`src/rtl/cko_pkg.sv`:
```
// Shared types for the clock output divider.
package cko_pkg;
    // Source selector codes; the values are the pin-level encoding of src_sel.
    typedef enum logic [1:0] {
        SRC_XTAL = 2'b00,
        SRC_NONE = 2'b01,
        SRC_HCLK = 2'b10,
        SRC_HIRC = 2'b11
    } cko_src_e;
endpackage

```
`src/rtl/cko_src_pick.sv`:
```
// Source picker: forwards the strobe of the selected input clock.
// Assumes each strobe is a single-cycle pulse per input-clock edge, already
// synchronous to clk. The reserved code yields no strobe and flags itself.
module cko_src_pick
    import cko_pkg::*;
(
    input  logic [1:0] src_sel,
    input  logic       xtal_tick,
    input  logic       hclk_tick,
    input  logic       hirc_tick,
    output logic       tick,
    output logic       live
);
    // Decode the selector into a strobe and a "valid source" flag.
    always_comb begin
        tick = 1'b0;
        live = 1'b1;
        case (cko_src_e'(src_sel))
            SRC_XTAL: tick = xtal_tick;
            SRC_HCLK: tick = hclk_tick;
            SRC_HIRC: tick = hirc_tick;
            default:  live = 1'b0;
        endcase
    end
endmodule

```
`src/rtl/cko_stage_chain.sv`:
```
// Cascade of divide-by-two stages. Stage i toggles on an advance when all
// lower stages are one, so the vector counts advances in binary.
// Assumes clear and adv are not asserted in the same cycle (clear wins).
module cko_stage_chain #(
    parameter int STAGES = 16
) (
    input  logic              clk,
    input  logic              rst_n,
    input  logic              clear,
    input  logic              adv,
    output logic [STAGES-1:0] stage
);
    logic [STAGES-1:0] carry;

    assign carry[0] = adv;

    for (genvar i = 0; i < STAGES; i++) begin : g_stage
        logic stage_q;

        if (i > 0) begin : g_carry
            assign carry[i] = carry[i-1] & stage[i-1];
        end

        // One toggle flop per stage, toggled by the ripple of lower stages.
        always_ff @(posedge clk) begin
            if (!rst_n || clear) begin
                stage_q <= 1'b0;
            end else if (carry[i]) begin
                stage_q <= ~stage_q;
            end
        end

        assign stage[i] = stage_q;
    end
endmodule

```
`src/rtl/cko_ctrl.sv`:
```
// Run control and tap selection. It starts the cascade from zero, drains it
// on disable until the output is low, and adopts a new tap only at the
// falling edge of the current output. Assumes STAGES is a power of two.
module cko_ctrl #(
    parameter int STAGES = 16,
    parameter int SEL_W  = $clog2(STAGES)
) (
    input  logic              clk,
    input  logic              rst_n,
    input  logic              en,
    input  logic [SEL_W-1:0]  n_req,
    input  logic              tick,
    input  logic              live,
    input  logic [STAGES-1:0] stage,
    output logic              running,
    output logic [SEL_W-1:0]  n_act,
    output logic              clear,
    output logic              adv,
    output logic              clk_out
);
    logic low_ones;
    logic fall;
    logic start;
    logic stop;
    logic adopt;

    // Output: the active tap, forced low when stopped or without a source.
    assign clk_out = running & live & stage[n_act];

    // All stages up to and including the tap are one: next advance falls.
    always_comb begin
        low_ones = 1'b1;
        for (int i = 0; i < STAGES; i++) begin
            if (i <= int'(n_act)) begin
                low_ones = low_ones & stage[i];
            end
        end
    end

    assign fall  = tick & low_ones;
    assign start = ~running & en;
    assign stop  = running & ~en & ~clk_out;
    assign adopt = running & ~stop & fall & (n_req != n_act);
    assign clear = start | adopt;
    assign adv   = running & ~stop & tick & ~adopt;

    // Run flag: set on enable from idle, cleared once drained to low.
    always_ff @(posedge clk) begin
        if (!rst_n) begin
            running <= 1'b0;
        end else if (start) begin
            running <= 1'b1;
        end else if (stop) begin
            running <= 1'b0;
        end
    end

    // Active tap: loaded at start or at a falling edge with a new request.
    always_ff @(posedge clk) begin
        if (!rst_n) begin
            n_act <= '0;
        end else if (start || adopt) begin
            n_act <= n_req;
        end
    end
endmodule

```
`src/rtl/cko_divider.sv`:
```
// Power-of-two clock output divider top. Wires the source picker, the
// stage cascade and the run control together. All strobes are sampled
// on clk; clk_out is a function of registered state and src_sel.
module cko_divider #(
    parameter int STAGES = 16
) (
    input  logic                       clk,
    input  logic                       rst_n,
    input  logic                       div_en,
    input  logic [$clog2(STAGES)-1:0]  tap_sel,
    input  logic [1:0]                 src_sel,
    input  logic                       xtal_tick,
    input  logic                       hclk_tick,
    input  logic                       hirc_tick,
    output logic                       clk_out
);
    localparam int SEL_W = $clog2(STAGES);

    logic              tick;
    logic              live;
    logic              clear;
    logic              adv;
    logic              running;
    logic [SEL_W-1:0]  n_act;
    logic [STAGES-1:0] stage;

    cko_src_pick u_pick (
        .src_sel   (src_sel),
        .xtal_tick (xtal_tick),
        .hclk_tick (hclk_tick),
        .hirc_tick (hirc_tick),
        .tick      (tick),
        .live      (live)
    );

    cko_stage_chain #(.STAGES(STAGES)) u_chain (
        .clk   (clk),
        .rst_n (rst_n),
        .clear (clear),
        .adv   (adv),
        .stage (stage)
    );

    cko_ctrl #(.STAGES(STAGES), .SEL_W(SEL_W)) u_ctrl (
        .clk     (clk),
        .rst_n   (rst_n),
        .en      (div_en),
        .n_req   (tap_sel),
        .tick    (tick),
        .live    (live),
        .stage   (stage),
        .running (running),
        .n_act   (n_act),
        .clear   (clear),
        .adv     (adv),
        .clk_out (clk_out)
    );
endmodule

```
`config.mk`:
```
export PLATFORM = sky130hd
export DESIGN_NAME = cko_divider
export DESIGN_NICKNAME = d
export VERILOG_FILES = /design/src/rtl/cko_pkg.sv /design/src/rtl/cko_src_pick.sv /design/src/rtl/cko_stage_chain.sv /design/src/rtl/cko_ctrl.sv /design/src/rtl/cko_divider.sv
export SDC_FILE = /design/constraint.sdc
export NUM_CORES = 1
export LEC_CHECK = 0
export BUFFER_PORTS_ARGS = -buffer_cell sky130_fd_sc_hd__buf_2
export CORE_MARGIN = 4
export CORE_UTILIZATION = 55
export CTS_BUF_LIST = sky130_fd_sc_hd__clkbuf_16
export CTS_CLUSTER_SIZE = 8
export DETAILED_ROUTE_END_ITERATION = 16
export PLACE_DENSITY = 0.75
export SLEW_MARGIN = 5
export SYNTH_ARGS = -nofsm -noshare
export SYNTH_HDL_FRONTEND = slang
export SYNTH_SLANG_ARGS = --single-unit
```
`constraint.sdc`:
```
create_clock -name clk -period 4.2 [get_ports clk]
set_input_delay 0.63 -clock clk [delete_from_list [all_inputs] [get_ports clk]]
set_output_delay 0.63 -clock clk [all_outputs]
set_load 0.01 [all_outputs]
```
==> results of run 1 <==
## cell families (layout without fill, tap and decap cells)
group	after synthesis	in the layout
AND/OR/NAND/NOR	58	58
AO/OA/AOI/OAI	51	51
flip-flops	21	21
buffers and inverters	17	24
multiplexers	9	9
XOR/XNOR	8	8
## through the flow
stage                     util [%]  cells
final                         64.4    199
after global routing          64.4    199
after CTS                     64.4    199
after detailed placement      60.9    195
after global placement        60.9    195
after floorplan                  -    164
## final timing paths
| path | to | startpoint | slack [ns] |
|---|---|---|---|
| worst max-delay path | u_chain.g_stage[9].stage_q | u_ctrl.n_act[1] | 0.98 |
| worst min-delay path | u_chain.g_stage[15].stage_q | u_chain.g_stage[15].stage_q | 0.50 |
| worst max register to register | u_chain.g_stage[9].stage_q | u_ctrl.n_act[1] | 0.98 |
| worst min register to register | u_chain.g_stage[15].stage_q | u_chain.g_stage[15].stage_q | 0.50 |
## routing by layer
layer,vias up,track usage [%],routed length [um]
met5,-,0,0
met4,0,4.97,18
met3,2,4.30,189
met2,36,32.3,1410
met1,587,25.5,1370
li1,617,-,-
## cells in the mapped netlist, drive strengths merged (2+ instances only)
library cell  instances  area (sq um)
a21oi                15          78.8
and2                  2          12.5
and3                  6          37.5
buf                   4          26.3
clkbuf                5          18.8
dfxtp                21           420
inv                   8          30.0
mux2                  2          22.5
mux2i                 4          40.0
mux4                  3          67.6
nand2                13          48.8
nand3                 8          40.0
nor2                 10          40.0
nor3                  4          20.0
nor4                  2          12.5
o2111ai               2          17.5
o211ai                2          15.0
o21a                  3          22.5
o21ai                15          75.1
o21ba                 2          20.0
o31ai                 4          30.0
or3                   6          37.5
or4                   4          33.8
xnor2                 3          26.3
xor2                  5          43.8
## worst max-delay path: stages (launching register included)
cell and delay [ns]:
dfxtp_1 0.69, mux2i_1 0.17, mux4_2 0.51, a311o_1 0.41
nor2_2 0.18, o2111ai_1 0.39, or4_4 0.65, a21oi_2 0.14
## state kept, by name, summed over array words and instances (netlist names)
name	count
u_ctrl.running	1
u_chain.g_stage.stage_q	16
u_ctrl.n_act	4
## report_power, final
group	total (mW)	internal, mW	switching [mW]
logic	0.0377	0.0172	0.0205
registers	0.211	0.202	0.00864
clock network	0.200	0.127	0.0730
total	0.449	0.346	0.102
## layout make-up
type,instances,share of cell area [%]
Clock buffer,3,5.17
Clock inverter,1,0.258
Inverter,8,2.07
Multi-Input combinational cell,126,57.0
Sequential cell,21,28.9
Tap cell,28,2.41
Timing Repair Buffer,12,4.13
==> run_results.csv, run 1 <==
group,metric,value,unit
status,status,"finished, final reports clean",
placed_design,numPortBuffers,12,
clock_network,ctsResizeCount,0,
finish,seq_area,420,sq um
floorplanning,die_w,57.1,um
finish,multi_input_area,828,sq um
sta,rsz0062_at_grt,"no",
grt,grt_start_max_net_pins,16,
power_and_ir_drop,p_leak,0.484,nW
finish,fin_nets,184,
detailed_routing,drc,0,
placed_design,dp_hpwl,2.13,mm
finish,final_common_cell,"dfxtp_1",
sta,layout_setup_ws,0.982,ns
floorplanning,fp.dieArea,0.00326,sq mm
grt,global_route.overflow_total,0,
yosys,synth_ff_type,"dfxtp_1",
clock_network,path_clk_slew,0.06,ns
finish,final_cell_mix,"dfxtp_1, o21ai_0, a21oi_1, nand2_1, buf_2",
floorplanning,ioPinCount,13,
power_and_ir_drop,power_density,309,mW/mm^2
sta,hold_viol_final,0,
finish,finalInstanceArea,0.00145,sq mm
detailed_routing,first_iter_violations,32,
clock_network,cts_buffer_depth,2,
floorplanning,start_util,58.7,%
yosys,syn_area,0.00132,sq mm
detailed_routing,dr.pass1.iters,4,
yosys,ys_seq_area_share,31.8,%
min_path,worstHoldPathCells,2,
yosys,synth_edf_count,0,
power_and_ir_drop,ir_drop,0.307,mV
critical_path,worstSetupPathType,"reg -> reg",
yosys,ys_ff_latch,21,
min_path,hold_path.class,"reg -> reg",
sta,setup_tns,0,ns
clock_network,cts_root_buffer,"clkbuf_16",
sta,clock_skew,0.00163,ns
yosys,synthSimpleGateAreaFrac,22.8,%
yosys,synthesis.nets,176,
sta,fmax,311,MHz
yosys,netlist_instances,164,
yosys,synthArstFlopShare,0,%
finish,diodes,0,
detailed_routing,wl_per_cell,15.0,um
critical_path,critPathArrivalTime,3.40,ns
critical_path,required,4.38,ns
detailed_routing,ant_nets,0,
detailed_routing,totalWireLength,2.99,mm
power_and_ir_drop,total_power,0.449,mW
finish,drive_gt1_share,15.2,%
placed_design,gp_congestion,0.961,
clock_network,post_cts_buffers,0,
grt,grt_antenna_before_repair,0,
yosys,synth.distinct_cells,41,
sta,tightest_slew,0.729,ns
grt,grt_pass1_wl,5.14,mm
yosys,synthMuxAreaShare,9.83,%
sta,period_minus_slack,3.22,ns
clock_network,postCtsHoldBufs,0,
placed_design,dp_slack,1.02,ns
sta,setup_violations,0,
finish,nFillCells,203,
critical_path,cp_max_fo,14,
yosys,synth-warning-count,0,
flow_run,cap_violations,0,
clock_network,cts_made_buffers,3,
clock_network,clock-sinks,21,
placed_design,placed_area,0.00137,sq mm
clock_network,cts_tree,"done",
floorplanning,die_height,57.1,um
clock_network,clock_latency,0.25,ns
clock_network,htreeDepth,1,
sta,report.final.slew_viol_count,0,
yosys,syn_avg_cell_area,8.07,sq um
finish,area_growth,9.74,%
yosys,synthAdderAreaFrac,0,%
floorplanning,fp-row-count,17,
detailed_routing,via_per_inst,6.24,
yosys,synth_top_family_by_area,"compound AO/OA/AOI/OAI gates",
grt,track_usage,19.4,%
critical_path,start_kind,"register",
yosys,synth_compound_gate_area_share,24.7,%
detailed_routing,vias,1242,
yosys,synth_xor_area_share,5.29,%
critical_path,rr_worst_depth,7,
sta,maxSlewHeadroom,51.3,%
sta,fin_crit_sh,76.6,%
grt,first_global_vias,1176,
floorplanning,coreArea,0.00225,sq mm
critical_path,worstSetupEndpointType,"register",
sta,worst_hold_slack,0.496,ns
(Power assumes the default switching activity.)
==> run 2: changes to the inputs <==
--- a/config.mk
+++ b/config.mk
@@ -5,13 +5,14 @@
 export SDC_FILE = /design/constraint.sdc
 export NUM_CORES = 1
 export LEC_CHECK = 0
+export ABC_AREA = 1
 export BUFFER_PORTS_ARGS = -buffer_cell sky130_fd_sc_hd__buf_2
 export CORE_MARGIN = 4
-export CORE_UTILIZATION = 55
+export CORE_UTILIZATION = 52
 export CTS_BUF_LIST = sky130_fd_sc_hd__clkbuf_16
 export CTS_CLUSTER_SIZE = 8
 export DETAILED_ROUTE_END_ITERATION = 16
-export PLACE_DENSITY = 0.75
+export PLACE_DENSITY = 0.74
 export SLEW_MARGIN = 5
 export SYNTH_ARGS = -nofsm -noshare
 export SYNTH_HDL_FRONTEND = slang
==> constraint.sdc (replaced) <==
create_clock -name clk -period 2.8 [get_ports clk]
set_input_delay 0.42 -clock clk [delete_from_list [all_inputs] [get_ports clk]]
set_output_delay 0.42 -clock clk [all_outputs]
set_load 0.01 [all_outputs]
==> run 2 against run 1 <==
  * Power rose by 60%
  * Largest power group unchanged
  * Largest cell class unchanged
  * Maximum frequency rose by 30%
  * Combinational power rose to 2.6 times the previous value
  * Worst hold slack got worse by 0.053 ns
  * Clock skew rose by 0.00050 ns
  * Clock power rose by 50%
  * Wire length fell by 0.47%
  * Critical path depth rose by 15
==> run_results.csv, run 2 <==
group,metric,value,unit
status,status,"finished, final reports clean",
grt,grt_antenna_before_repair,0,
finish,final_cell_mix,"nand2_1, inv_1, nor2_1, o21ai_0, dfxtp_1",
critical_path,worstSetupPathType,"reg -> reg",
yosys,yosysTopAreaCell,"dfxtp_1",
yosys,ys_seq_area_share,30.7,%
critical_path,required,2.95,ns
power_and_ir_drop,switching_share,25.4,%
finish,largest_reg_flops,16,
grt,first_global_vias,1167,
power_and_ir_drop,pwr-share-seq,44.3,%
sta,period_minus_slack,2.48,ns
yosys,synth_edf_count,0,
floorplanning,die_height,59.4,um
sta,fmax,403,MHz
power_and_ir_drop,ir_drop,0.333,mV
detailed_routing,vias,1307,
finish,drive_gt1_share,20.2,%
finish,final_cell_count_no_fill,253,
power_and_ir_drop,p_leak,0.786,nW
clock_network,cts_tree,"done",
finish,multi_input_area,826,sq um
finish,fin_nets,236,
detailed_routing,totalWireLength,2.98,mm
sta,fin_crit_sh,88.6,%
clock_network,post_cts_buffers,0,
critical_path,cp_slowest_cell,"dfxtp_2",
critical_path,worstSetupEndpointType,"register",
critical_path,cp_num_cells,22,
floorplanning,fp.dieArea,0.00352,sq mm
yosys,synth_common_cells,"nand2_1, nor2_1, dfxtp_1, inv_1, o21ai_0",
placed_design,dp_slack,0.201,ns
grt,grt_start_max_net_pins,17,
clock_network,postCtsHoldBufs,0,
power_and_ir_drop,total_power,0.716,mW
power_and_ir_drop,combPwrFrac,13.8,%
detailed_routing,via_per_inst,5.17,
yosys,netlist_instances,208,
floorplanning,start_util,54.9,%
detailed_routing,wl_per_cell,11.8,um
sta,clock_skew,0.00213,ns
finish,finalInstanceArea,0.00155,sq mm
sta,maxSlewHeadroom,75.6,%
yosys,ys_ff_latch,21,
clock_network,clock-sinks,21,
placed_design,dp_hpwl,2.30,mm
critical_path,cp_max_fo,8,
grt,grt_pass1_wl,5.04,mm
clock_network,path_clk_slew,0.06,ns
placed_design,gp_congestion,0.852,
finish,area_growth,12.8,%
sta,tightest_slew,0.364,ns
yosys,synth.distinct_cells,26,
power_and_ir_drop,power_density,463,mW/mm^2
yosys,yosysTopAreaCellShare,30.7,%
finish,nFillCells,234,
yosys,syn_avg_cell_area,6.59,sq um
floorplanning,die_w,59.4,um
yosys,synth_ff_type,"dfxtp_1",
clock_network,cts_made_buffers,3,
clock_network,clock_latency,0.25,ns
yosys,synth-warning-count,0,
finish,seq_area,424,sq um
finish,final_common_cell,"nand2_1",
clock_network,htreeDepth,1,
finish,top_regs,"u_chain.g_stage.stage_q: 16 flops, u_ctrl.n_act: 4 flops, u_ctrl.running: 1 flops",
min_path,worstHoldPathCells,3,
sta,worst_hold_slack,0.442,ns
clock_network,cts_buffer_depth,2,
power_and_ir_drop,power.switching,0.182,mW
yosys,yosysMostFrequentCell,"nand2_1",
yosys,ys_top_cells_by_area,"dfxtp_1, nand2_1, o21ai_0",
detailed_routing,first_iter_violations,86,
detailed_routing,ant_nets,0,
floorplanning,ioPinCount,13,
yosys,syn_area,0.00137,sq mm
sta,hold_viol_final,0,
critical_path,crit_top_cell,"nand2_1",
floorplanning,fp-row-count,18,
critical_path,start_kind,"register",
finish,top_register,"u_chain.g_stage.stage_q",
placed_design,dp_cells,249,
min_path,hold_path.class,"in -> reg",
detailed_routing,drc,0,
sta,setup_tns,0,ns
placed_design,numPortBuffers,12,
clock_network,cts_root_buffer,"clkbuf_16",
sta,rsz0062_at_grt,"no",
detailed_routing,dr.pass1.iters,4,
critical_path,crit_chain,"buf_4 -> nand2_1 -> nand2_1 -> nand2_1 -> nand2_1 -> nand2_1 -> nand2_1 -> inv_2 -> nand2_2 -> nand2_4 -> nand2_4 -> nand4_4 -> nor2_4 -> nand4_4 -> nor2_4 -> nand4_4 -> nor2_4 -> nand4_4 -> nor2_2 -> nand3_1 -> nand2_1 -> nor2_1",
critical_path,critPathTopFamily,"simple AND/OR/NAND/NOR gates",
yosys,synthesis.nets,220,
power_and_ir_drop,p_int,0.534,mW
flow_run,cap_violations,0,
sta,layout_setup_ws,0.318,ns
sta,setup_violations,0,
grt,global_route.overflow_total,0,
grt,track_usage,18.8,%
sta,report.final.slew_viol_count,0,
critical_path,critPathBufInv,2,
critical_path,slowest_delay,0.41,ns
critical_path,rr_worst_depth,22,
power_and_ir_drop,pwr-share-clk,41.9,%
placed_design,placed_area,0.00146,sq mm
finish,post-route-util,61.9,%
finish,diodes,0,
yosys,synthArstFlopShare,0,%
critical_path,critPathArrivalTime,2.63,ns
floorplanning,coreArea,0.00250,sq mm
==> run 2: cell count changes in the layout (fill, tap and decap cells not counted), moves of 4 or more <==
cell	change
mux2i_1	-4
inv_1	+13
nand2_1	+45
nor3_1	-4
o21ai_0	+5
nand2_2	+4
o31ai_1	-4
or3_1	-6
inv_2	+5
nand4_4	+4
and3_1	-5
nor2_1	+13
==> run 2: worst paths after layout <==
check,start,end,slack [ns]
worst max-delay path,u_ctrl.n_act[0],u_chain.g_stage[15].stage_q,0.32
worst min-delay path,rst_n,u_ctrl.n_act[3],0.44
worst max register to register,u_ctrl.n_act[0],u_chain.g_stage[15].stage_q,0.32
worst min register to register,u_chain.g_stage[8].stage_q,u_chain.g_stage[8].stage_q,0.51
==> run 2: routing by layer <==
metal  global-route usage (%)  up-vias  share of wire (%)
met4                     8.09        0                1.0
met5                        0        -                  0
li1                         -      695                  -
met1                     24.0      583                 47
met3                     2.61        4                3.3
met2                     31.2       25                 49
==> run 2: worst min-delay path: cells and delay by family <==
| kind | cells | cell delay [ns] |
|---|---|---|
| compound gates | 2 | 0.11 |
| buf+inv | 1 | 0.12 |
==> run 2: logic make-up (layout without fill, tap and decap cells) <==
logic type | count (synthesis) | count (layout) | synth area share (%)
compound gates | 42 | 42 | 15.6
buf+inv | 30 | 45 | 9.12
xor+xnor | 4 | 4 | 2.55
simple gates | 111 | 111 | 42.1
flops | 21 | 21 | 30.7
==> run 2: timing repair <==
action	4_1_cts	5_1_grt
endpoints found under the setup margin	0	2
hold endpoints to repair	0	0
gates resized for setup	0	3
==> run 2: final cells by class <==
| cell class | instances | area share [%] |
|---|---|---|
| clock buffers | 3 | 4.85 |
| multi-input cells | 157 | 53.4 |
| flip-flops and latches | 21 | 27.4 |
| inverters | 26 | 6.31 |
| repair buffers | 15 | 5.34 |
| well taps | 30 | 2.43 |
| clock inverters | 1 | 0.243 |
==> run 2: power groups by stage <==
stage	clock, mW	combinational (mW)	sequential (mW)
2_1_floorplan	0	0.0773	0.316
5_1_grt	0.317	0.113	0.318
6_report	0.300	0.0991	0.317
4_1_cts	0.304	0.0984	0.316
3_5_place_dp	0	0.0975	0.323
3_3_place_gp	0	0.0960	0.322
==> run 3: changes to the inputs <==
--- a/config.mk
+++ b/config.mk
@@ -5,9 +5,7 @@
 export SDC_FILE = /design/constraint.sdc
 export NUM_CORES = 1
 export LEC_CHECK = 0
-export ABC_AREA = 1
 export BUFFER_PORTS_ARGS = -buffer_cell sky130_fd_sc_hd__buf_2
-export CORE_MARGIN = 4
 export CORE_UTILIZATION = 52
 export CTS_BUF_LIST = sky130_fd_sc_hd__clkbuf_16
 export CTS_CLUSTER_SIZE = 8
==> run 3 against run 2 <==
  * Sequential share of layout area fell by 0.25 points
  * Clock power about the same
  * Count of clock-buffer cells in the layout is the same
  * Sequential power shrank 2%
  * Critical endpoint is now u_chain.g_stage[11].stage_q
  * Largest cell class unchanged
==> run_results.csv, run 3 (synthesis results as in run 1) <==
group,metric,value,unit
status,status,"finished, final reports clean",
clock_network,cts_buffer_depth,2,
critical_path,cp_slowest_cell,"mux4_2",
flow_run,cap_violations,0,
min_path,hold_path.class,"in -> reg",
critical_path,worstSetupPathType,"reg -> reg",
detailed_routing,first_iter_violations,66,
grt,grt_pass1_wl,5.22,mm
finish,multi_input_area,835,sq um
critical_path,start_kind,"register",
clock_network,postCtsHoldBufs,0,
finish,final_common_cell,"dfxtp_1",
critical_path,critPathArrivalTime,2.82,ns
clock_network,cts_tree,"done",
critical_path,crit_chain,"mux2i_1 -> mux4_2 -> a311o_1 -> nor4_2 -> o21ai_1 -> buf_4 -> or3_1 -> a21oi_1",
finish,seq_area,422,sq um
clock_network,htreeDepth,1,
critical_path,r2r_slack,0.16,ns
finish,drive_gt1_share,22.4,%
finish,fin_nets,196,
clock_network,clock-sinks,21,
sta,maxSlewHeadroom,63.2,%
floorplanning,start_util,57.6,%
placed_design,numPortBuffers,12,
placed_design,dp_hpwl,2.35,mm
grt,first_global_vias,1149,
sta,setup_violations,0,
finish,top_register,"u_chain.g_stage.stage_q",
power_and_ir_drop,p_leak,0.542,nW
sta,setup_tns,0,ns
grt,grt_antenna_before_repair,0,
floorplanning,die_height,52.5,um
floorplanning,fp-row-count,17,
clock_network,cts_made_buffers,3,
critical_path,critPathBufInv,1,
detailed_routing,vias,1312,
detailed_routing,ant_nets,0,
placed_design,gp_congestion,0.932,
critical_path,slowest_delay,0.50,ns
grt,use_met2,41.6,%
sta,fin_crit_sh,94.1,%
grt,grt_start_max_net_pins,14,
clock_network,clock_latency,0.25,ns
finish,diodes,0,
floorplanning,coreArea,0.00230,sq mm
critical_path,rr_worst_depth,8,
grt,grt.busiest_layer,"met2",
finish,top_regs,"u_chain.g_stage.stage_q: 16 flops, u_ctrl.n_act: 4 flops, u_ctrl.running: 1 flops",
detailed_routing,wl_per_cell,15.2,um
finish,area_growth,17.2,%
detailed_routing,dr.pass1.iters,4,
detailed_routing,drc,0,
sta,report.final.slew_viol_count,0,
power_and_ir_drop,total_power,0.684,mW
power_and_ir_drop,ir_drop,0.485,mV
floorplanning,die_w,52.5,um
sta,fmax,379,MHz
detailed_routing,via_per_inst,6.22,
finish,nFillCells,194,
grt,global_route.overflow_total,0,
sta,rsz0062_at_grt,"no",
clock_network,cts_root_buffer,"clkbuf_16",
sta,hold_viol_final,0,
critical_path,worstSetupEndpointType,"register",
floorplanning,fp.dieArea,0.00275,sq mm
critical_path,cp_max_fo,6,
grt,gr-usage-met1,33.6,%
finish,largest_reg_flops,16,
grt,use_met3,7.54,%
critical_path,critPathTopFamily,"compound AO/OA/AOI/OAI gates",
detailed_routing,totalWireLength,3.21,mm
min_path,worstHoldPathCells,2,
clock_network,path_clk_slew,0.06,ns
grt,track_usage,25.6,%
finish,final_cell_mix,"dfxtp_1, o21ai_0, a21oi_1, nand2_1",
critical_path,cp_num_cells,8,
sta,tightest_slew,0.548,ns
sta,period_minus_slack,2.64,ns
critical_path,required,2.98,ns
power_and_ir_drop,power_density,441,mW/mm^2
sta,clock_skew,0.00251,ns
floorplanning,ioPinCount,13,
run 3: cell count changes in the layout (fill, tap and decap cells not counted), moves of 6 or more:
cell / change
inv_1: -14
buf_4: +9
or3_1: +6
nand2_1: -45
nor2_1: -13
run 3: repair_timing:
item,CTS,global route
resized for setup,0,2
buffers inserted,0,1
setup endpoints to repair,0,9
run 3: final timing paths:
| check | from | end |
|---|---|---|
| setup / recovery | u_chain.g_stage[4].stage_q | u_chain.g_stage[11].stage_q |
| hold / removal | div_en | u_ctrl.running |
| setup reg to reg | u_chain.g_stage[4].stage_q | u_chain.g_stage[11].stage_q |
| hold reg to reg | u_chain.g_stage[15].stage_q | u_chain.g_stage[15].stage_q |
run 3: layout make-up:
| type | instances | share of cell area [%] |
|---|---|---|
| multi-input cells | 126 | 53.8 |
| flip-flops and latches | 21 | 27.2 |
| repair buffers | 24 | 9.68 |
| clock buffers | 3 | 4.84 |
| well taps | 28 | 2.26 |
| inverters | 8 | 1.94 |
| clock inverters | 1 | 0.323 |
run 3: where the power goes:
part | switching (mW) | internal [mW] | total (mW) | leakage (nW)
registers | 0.00753 | 0.304 | 0.311 | 0.170
logic | 0.0384 | 0.0312 | 0.0696 | 0.330
clock network | 0.111 | 0.192 | 0.303 | 0.0409
run 3: through the flow:
step                      cell area, sq um  setup WS [ns]  hold slack [ns]  std cells  util, %
after global routing                  1550        0.00618            0.435        211     67.5
after detailed placement              1460         0.0666            0.511        206     63.4
after floorplan                       1320         0.0930            0.459        164        -
after global placement                1460          0.140            0.503        206     63.4
after CTS                             1540         0.0204            0.422        210     66.9
final                                 1550          0.164            0.418        211     67.5
run 3: worst register-to-register path, delay by kind of cell, from the launching register on:
family / cells / cell delay, ns
flops: 1 / 0.42
buf+inv: 1 / 0.20
compound gates: 3 / 0.74
mux: 2 / 0.61
simple gates: 2 / 0.59
run 3: layer usage:
metal / wire [um] / vias to the layer above
li1: - / 646
met1: 1440 / 605
met2: 1480 / 53
met3: 249 / 8
met4: 35 / 0
met5: 0 / -
